### config.mk
export PLATFORM = sky130hd
export DESIGN_NAME = padmux_ctrl
export DESIGN_NICKNAME = d
export VERILOG_FILES = /design/src/rtl/padmux_pkg.sv /design/src/rtl/padmux_regs.sv /design/src/rtl/padmux_pin.sv /design/src/rtl/padmux_ctrl.sv
export SDC_FILE = /design/constraint.sdc
export NUM_CORES = 1
export LEC_CHECK = 0
export BUFFER_PORTS_ARGS = -buffer_cell sky130_fd_sc_hd__buf_2
export CAP_MARGIN = 20
export CORE_MARGIN = 3
export CORE_UTILIZATION = 40
export CTS_CLUSTER_DIAMETER = 120
export DETAILED_ROUTE_END_ITERATION = 8
export GPL_ROUTABILITY_DRIVEN = 0
export HOLD_SLACK_MARGIN = 0.1
export PLACE_DENSITY = 0.72
export RECOVER_POWER = 100
export SYNTH_ARGS = -nofsm -noshare
export SYNTH_HDL_FRONTEND = slang
export SYNTH_HIERARCHICAL = 1
export SYNTH_SLANG_ARGS = --single-unit
### constraint.sdc
create_clock -name clk -period 1.84 [get_ports clk]
set_clock_uncertainty 0.2 [all_clocks]
set_input_delay 0.368 -clock clk [delete_from_list [all_inputs] [get_ports clk]]
set_output_delay 0.368 -clock clk [all_outputs]
set_load 0.01 [all_outputs]
### src/rtl/padmux_pkg.sv
package padmux_pkg;
    localparam int          CFG_W      = 16;
    localparam logic [15:0] CFG_MASK   = 16'h3F1F;
    localparam logic [15:0] CFG_BOOT   = 16'h0100;
    localparam logic [15:0] CFG_PARKED = 16'h000F;

    typedef struct packed {
        logic [1:0] rsv_hi;
        logic       off_pull_up;
        logic       off_pull_en;
        logic       off_out;
        logic       off_oe_n;
        logic       off_en;
        logic       ie;
        logic [2:0] rsv_mid;
        logic       pull_up;
        logic       pull_en;
        logic [2:0] mode;
    } pad_cfg_t;

    function automatic pad_cfg_t sanitize(input logic [CFG_W-1:0] raw);
        return pad_cfg_t'(raw & CFG_MASK);
    endfunction
endpackage

### src/rtl/padmux_regs.sv
module padmux_regs
    import padmux_pkg::*;
#(
    parameter int                 NUM_PINS  = 4,
    parameter int                 ADDR_W    = 4,
    parameter logic [NUM_PINS-1:0] BOOT_PINS = '1
) (
    input  logic                         clk,
    input  logic                         por_n,
    input  logic                         wr_en,
    input  logic [ADDR_W-1:0]            wr_addr,
    input  logic [CFG_W-1:0]             wr_data,
    input  logic [ADDR_W-1:0]            rd_addr,
    output logic [CFG_W-1:0]             rd_data,
    input  logic                         off_mode_i,
    output logic                         off_q_o,
    output pad_cfg_t [NUM_PINS-1:0]      cfg_o
);
    localparam int IDX_W = $clog2(NUM_PINS);

    typedef struct packed {
        pad_cfg_t [NUM_PINS-1:0] cfg;
        logic                    off;
    } state_t;

    state_t st_d, st_q;
    logic   wr_hit;

    assign wr_hit = wr_en && (int'(wr_addr) < NUM_PINS);

    always_comb begin
        st_d     = st_q;
        st_d.off = off_mode_i;
        if (wr_hit) begin
            st_d.cfg[wr_addr[IDX_W-1:0]] = sanitize(wr_data);
        end
    end

    always_ff @(posedge clk or negedge por_n) begin
        if (!por_n) begin
            for (int i = 0; i < NUM_PINS; i++) begin
                st_q.cfg[i] <= pad_cfg_t'(BOOT_PINS[i] ? CFG_BOOT : CFG_PARKED);
            end
            st_q.off <= 1'b0;
        end else begin
            st_q <= st_d;
        end
    end

    always_comb begin
        rd_data = '0;
        if (int'(rd_addr) < NUM_PINS) begin
            rd_data = CFG_W'(st_q.cfg[rd_addr[IDX_W-1:0]]);
        end
    end

    assign cfg_o   = st_q.cfg;
    assign off_q_o = st_q.off;

    // an accepted write is visible in the stored word after the edge
    p_write_lands_r2: assert property (@(posedge clk) disable iff (!por_n)
        wr_hit |=> (CFG_W'(cfg_o[$past(wr_addr[IDX_W-1:0])]) == ($past(wr_data) & CFG_MASK)));

    // out-of-range writes leave every word untouched
    p_oob_write_ignored_r10: assert property (@(posedge clk) disable iff (!por_n)
        (wr_en && !wr_hit) |=> $stable(cfg_o));

    // the override state follows the request one edge later
    p_off_sampled_r9: assert property (@(posedge clk) disable iff (!por_n)
        $rose(off_mode_i) |=> off_q_o);
endmodule

### src/rtl/padmux_pin.sv
module padmux_pin
    import padmux_pkg::*;
#(
    parameter int   NUM_FUNCS = 6,
    parameter logic TIE_VAL   = 1'b0
) (
    input  logic                 clk,
    input  logic                 por_n,
    input  pad_cfg_t             cfg_i,
    input  logic                 off_i,
    input  logic [NUM_FUNCS-1:0] func_dout_i,
    input  logic [NUM_FUNCS-1:0] func_oe_n_i,
    input  logic                 pad_in_i,
    output logic [NUM_FUNCS-1:0] func_in_o,
    output logic                 pad_out_o,
    output logic                 pad_oe_n_o,
    output logic                 pad_pull_en_o,
    output logic                 pad_pull_up_o,
    output logic                 pad_ie_o
);
    logic ovr_d;
    logic valid_d;

    always_comb begin
        ovr_d   = off_i && cfg_i.off_en;
        valid_d = int'(cfg_i.mode) < NUM_FUNCS;

        func_in_o = {NUM_FUNCS{TIE_VAL}};
        if (!ovr_d && valid_d && cfg_i.ie) begin
            func_in_o[cfg_i.mode] = pad_in_i;
        end

        if (ovr_d) begin
            pad_out_o     = cfg_i.off_out;
            pad_oe_n_o    = cfg_i.off_oe_n;
            pad_pull_en_o = cfg_i.off_pull_en;
            pad_pull_up_o = cfg_i.off_pull_up;
        end else begin
            pad_out_o     = valid_d ? func_dout_i[cfg_i.mode] : 1'b0;
            pad_oe_n_o    = valid_d ? func_oe_n_i[cfg_i.mode] : 1'b1;
            pad_pull_en_o = cfg_i.pull_en;
            pad_pull_up_o = cfg_i.pull_up;
        end
        pad_ie_o = cfg_i.ie;
    end

    // an unused mode parks the pad with the driver released
    p_invalid_mode_parked_r4: assert property (@(posedge clk) disable iff (!por_n)
        (!(off_i && cfg_i.off_en) && cfg_i.mode >= 3'(NUM_FUNCS)) |-> (pad_oe_n_o && !pad_out_o));

    // override takes pad state from the off bits
    p_override_r7: assert property (@(posedge clk) disable iff (!por_n)
        (off_i && cfg_i.off_en) |-> (pad_oe_n_o == cfg_i.off_oe_n && pad_pull_en_o == cfg_i.off_pull_en
                                     && func_in_o == {NUM_FUNCS{TIE_VAL}}));

    // at most one source of the pin sees the pad
    p_input_single_r6: assert property (@(posedge clk) disable iff (!por_n)
        $countones(func_in_o ^ {NUM_FUNCS{TIE_VAL}}) <= 1);

    // input disabled means every source sees the tie-off
    p_ie_gate_r6: assert property (@(posedge clk) disable iff (!por_n)
        !pad_ie_o |-> (func_in_o == {NUM_FUNCS{TIE_VAL}}));
endmodule

### src/rtl/padmux_ctrl.sv
module padmux_ctrl
    import padmux_pkg::*;
#(
    parameter int                  NUM_PINS  = 4,
    parameter int                  NUM_FUNCS = 6,
    parameter int                  ADDR_W    = 4,
    parameter logic [NUM_PINS-1:0] BOOT_PINS = 4'b0011
) (
    input  logic                            clk,
    input  logic                            por_n,
    input  logic                            wr_en,
    input  logic [ADDR_W-1:0]               wr_addr,
    input  logic [15:0]                     wr_data,
    input  logic [ADDR_W-1:0]               rd_addr,
    output logic [15:0]                     rd_data,
    input  logic                            off_mode,
    input  logic [NUM_PINS*NUM_FUNCS-1:0]   func_dout,
    input  logic [NUM_PINS*NUM_FUNCS-1:0]   func_oe_n,
    output logic [NUM_PINS*NUM_FUNCS-1:0]   func_in,
    input  logic [NUM_PINS-1:0]             pad_in,
    output logic [NUM_PINS-1:0]             pad_out,
    output logic [NUM_PINS-1:0]             pad_oe_n,
    output logic [NUM_PINS-1:0]             pad_pull_en,
    output logic [NUM_PINS-1:0]             pad_pull_up,
    output logic [NUM_PINS-1:0]             pad_ie
);
    pad_cfg_t [NUM_PINS-1:0] cfg_q;
    logic                    off_q;

    padmux_regs #(
        .NUM_PINS (NUM_PINS),
        .ADDR_W   (ADDR_W),
        .BOOT_PINS(BOOT_PINS)
    ) i_regs (
        .clk       (clk),
        .por_n     (por_n),
        .wr_en     (wr_en),
        .wr_addr   (wr_addr),
        .wr_data   (wr_data),
        .rd_addr   (rd_addr),
        .rd_data   (rd_data),
        .off_mode_i(off_mode),
        .off_q_o   (off_q),
        .cfg_o     (cfg_q)
    );

    for (genvar p = 0; p < NUM_PINS; p++) begin : g_pin
        padmux_pin #(
            .NUM_FUNCS(NUM_FUNCS),
            .TIE_VAL  (1'b0)
        ) i_pin (
            .clk          (clk),
            .por_n        (por_n),
            .cfg_i        (cfg_q[p]),
            .off_i        (off_q),
            .func_dout_i  (func_dout[p*NUM_FUNCS +: NUM_FUNCS]),
            .func_oe_n_i  (func_oe_n[p*NUM_FUNCS +: NUM_FUNCS]),
            .pad_in_i     (pad_in[p]),
            .func_in_o    (func_in[p*NUM_FUNCS +: NUM_FUNCS]),
            .pad_out_o    (pad_out[p]),
            .pad_oe_n_o   (pad_oe_n[p]),
            .pad_pull_en_o(pad_pull_en[p]),
            .pad_pull_up_o(pad_pull_up[p]),
            .pad_ie_o     (pad_ie[p])
        );
    end
endmodule

==> reports/qor.yml <==
status:
  outcome: "finished, violations left"
  violations: "setup timing"
worst_setup_path:
  worstSetupPathType: "register to output port"
  r2r_setup_slack_ps: 580
  worstPathRequired_ps: 1270
  critPathLaunchType: "register"
  cp-end-kind: "output port"
  worstPathArrival_ps: 1710
  reg2reg_depth: 3
  cp_max_fo: 6
  reg2reg_from: "i_regs/cfg_o[43]"
  r2r_end: "i_regs/cfg_o[43]"
floorplanning:
  die_y_um: 92.8
  io_pins: 140
  coreArea_mm2: 0.00706
  num_rows: 30
  die_area_mm2: 0.00860
  die_width_um: 92.8
  start_util: 0.427
timing:
  maxSlewViolCount: 0
  timing.final.ws_setup_ps: -440
  period_share: 1.24
  hold_viol_final: 0
  rsz0062_at_grt: "yes"
  period_minus_slack_ps: 2280
  relSlewSlack: 0.594
  worst_slew_pin_slew_ps: 609
  setup_viol: 51
  tns_ps: -15070
  clock.fmax_mhz: 439
global_routing:
  use_met3: 0.0398
  antenna_found_initial: 0
  grt-ovfl-total: 0
  grtUsageMet2: 0.392
  grt_use_met1: 0.288
  grtUsageTotal: 0.224
  grt_pass1_vias: 2989
  grt_max_degree: 46
  grt_pass1_wl_mm: 15.3
  top_usage_layer: "met2"
placement:
  hpwlAfterDp_mm: 6.47
  io_buffers: 129
  dp_cells: 499
  pre_cts_ws_ps: -159
drt:
  num_vias: 2971
  firstDrtPassIters: 4
  post-route-drc-count: 0
  drt-wirelength-per-cell_um: 18.6
  antenna_left: 0
  totalWireLength_mm: 10.4
  viasPerCell: 5.32
  first_iter_violations: 221
worst_hold_path:
  min-delay-start: "wr_data[12]"
  min_path_cells: 2
  hp-class: "input port to register"
  min_to: "i_regs/cfg_o[44]"
cts:
  clk_pin_slew_worst_paths_ps: 80
  clockBufferDepth: 2
  clkLatencyLatePin_ps: 290
  cts_tree: "built"
  cts_made_buffers: 5
  h-tree-depth: 2
  clock-sinks: 45
  cts-root-buf: "clkbuf_8"
power_and_ir_drop:
  clkPwrFrac: 0.148
  ir_drop_mv: 0.468
  powerDensity_mw_per_mm2: 941
  p_comb_frac: 0.513
  p_sw_frac: 0.338
  internal-power_w: 0.00301
  switchingPower_w: 0.00154
  p_seq_frac: 0.340
  leakage_nw: 2.31
layout:
  fin_cells: 558
  drive_above_1_share: 0.727
  antenna_cells: 0
  syn_to_final_growth_pct: 60.6
  nNetsFinal: 541
flow_run:
  drv_cap: 0
logic_synthesis:
  syn_area_per_cell_um2: 11.7
  netlist_instances: 258
  synth_warnings: 6
  syn_area_mm2: 0.00301
## stage by stage
step	hold slack (ps)	total power (W)	util	instance area (um2)
global placement	161	0.00308	0.557	3930
global route	157	0.00478	0.685	4830
detailed placement	176	0.00312	0.557	3930
floorplan	-128	0.00248	-	3030
finish	158	0.00455	0.685	4830
CTS	156	0.00425	0.653	4610
## layer usage
metal / vias up / wire [um]
met5: - / 0
met4: 0 / 213
met3: 19 / 814
met2: 141 / 5280
met1: 1448 / 4090
li1: 1363 / -
## flip-flops by register name (all words and copies together), names as in the netlist
register	count
i_regs/cfg_o	44
i_regs/off_q_o	1
## worst max path at each step
| stage | slack (ps) | from | to | cells past startpoint |
|---|---|---|---|---|
| final | -440 | i_regs/off_q_o | pad_out[0] | 5 |
| after CTS | -430 | i_regs/cfg_o[32] | pad_oe_n[2] | 4 |
| after floorplan | 20 | i_regs/cfg_o[48] | pad_oe_n[3] | 4 |
| after detailed placement | -160 | rd_addr[0] | rd_data[11] | 5 |
| after global routing | -510 | i_regs/cfg_o[48] | pad_oe_n[3] | 5 |
| after global placement | -150 | rd_addr[0] | rd_data[11] | 5 |
## timing repair
item / in CTS / in global routing
pin swaps: 21 / 17
hold endpoints to repair: 38 / 0
setup buffers: 32 / 16
gates resized for setup: 60 / 33
setup endpoints to repair: 51 / 51
hold buffers: 2 / 0
gates cloned: 1 / 0
## power groups by stage
stage	combinational (W)	clock, W	sequential, W
after floorplan	0.00103	0	0.00146
after global placement	0.00151	0	0.00156
after detailed placement	0.00155	0	0.00158
after CTS	0.00205	0.000664	0.00154
after global routing	0.00248	0.000718	0.00158
final	0.00233	0.000672	0.00154
## worst max-delay path, cell delays in order, from the launching register on
cell      delay, ps
dfrtp_2         440
buf_12          150
a22oi_2         170
or3b_1          390
o211ai_1        100
buf_2           160
## area by class of cell
type / instances / area, um2
clock inverter: 1 / 5.00
fill: 489 / 2220
clock buffer: 7 / 96.3
sequential: 45 / 1150
timing repair buffer: 212 / 1500
multi-input combinational: 197 / 1960
tap: 96 / 120
## layout by cell type, fill, tap and decap left out, drive strengths merged
master       instances
nand3                5
a22oi                4
dlygate4sd3          2
nand2               12
nor2b               11
o22ai                4
nand4                4
mux2i               17
nand3b               4
nand2b               8
clkbuf              13
and3b                1
nor3b                2
dfstp               10
or2                  1
or3b                 1
a2bb2oi              4
buf                204
mux2                59
nand4b               4
o32a                 4
clkinv               1
nor3                12
dfrtp               35
mux4                11
conb                 5
nor2                20
o211ai               4
Power figures use the tool's default switching activity.
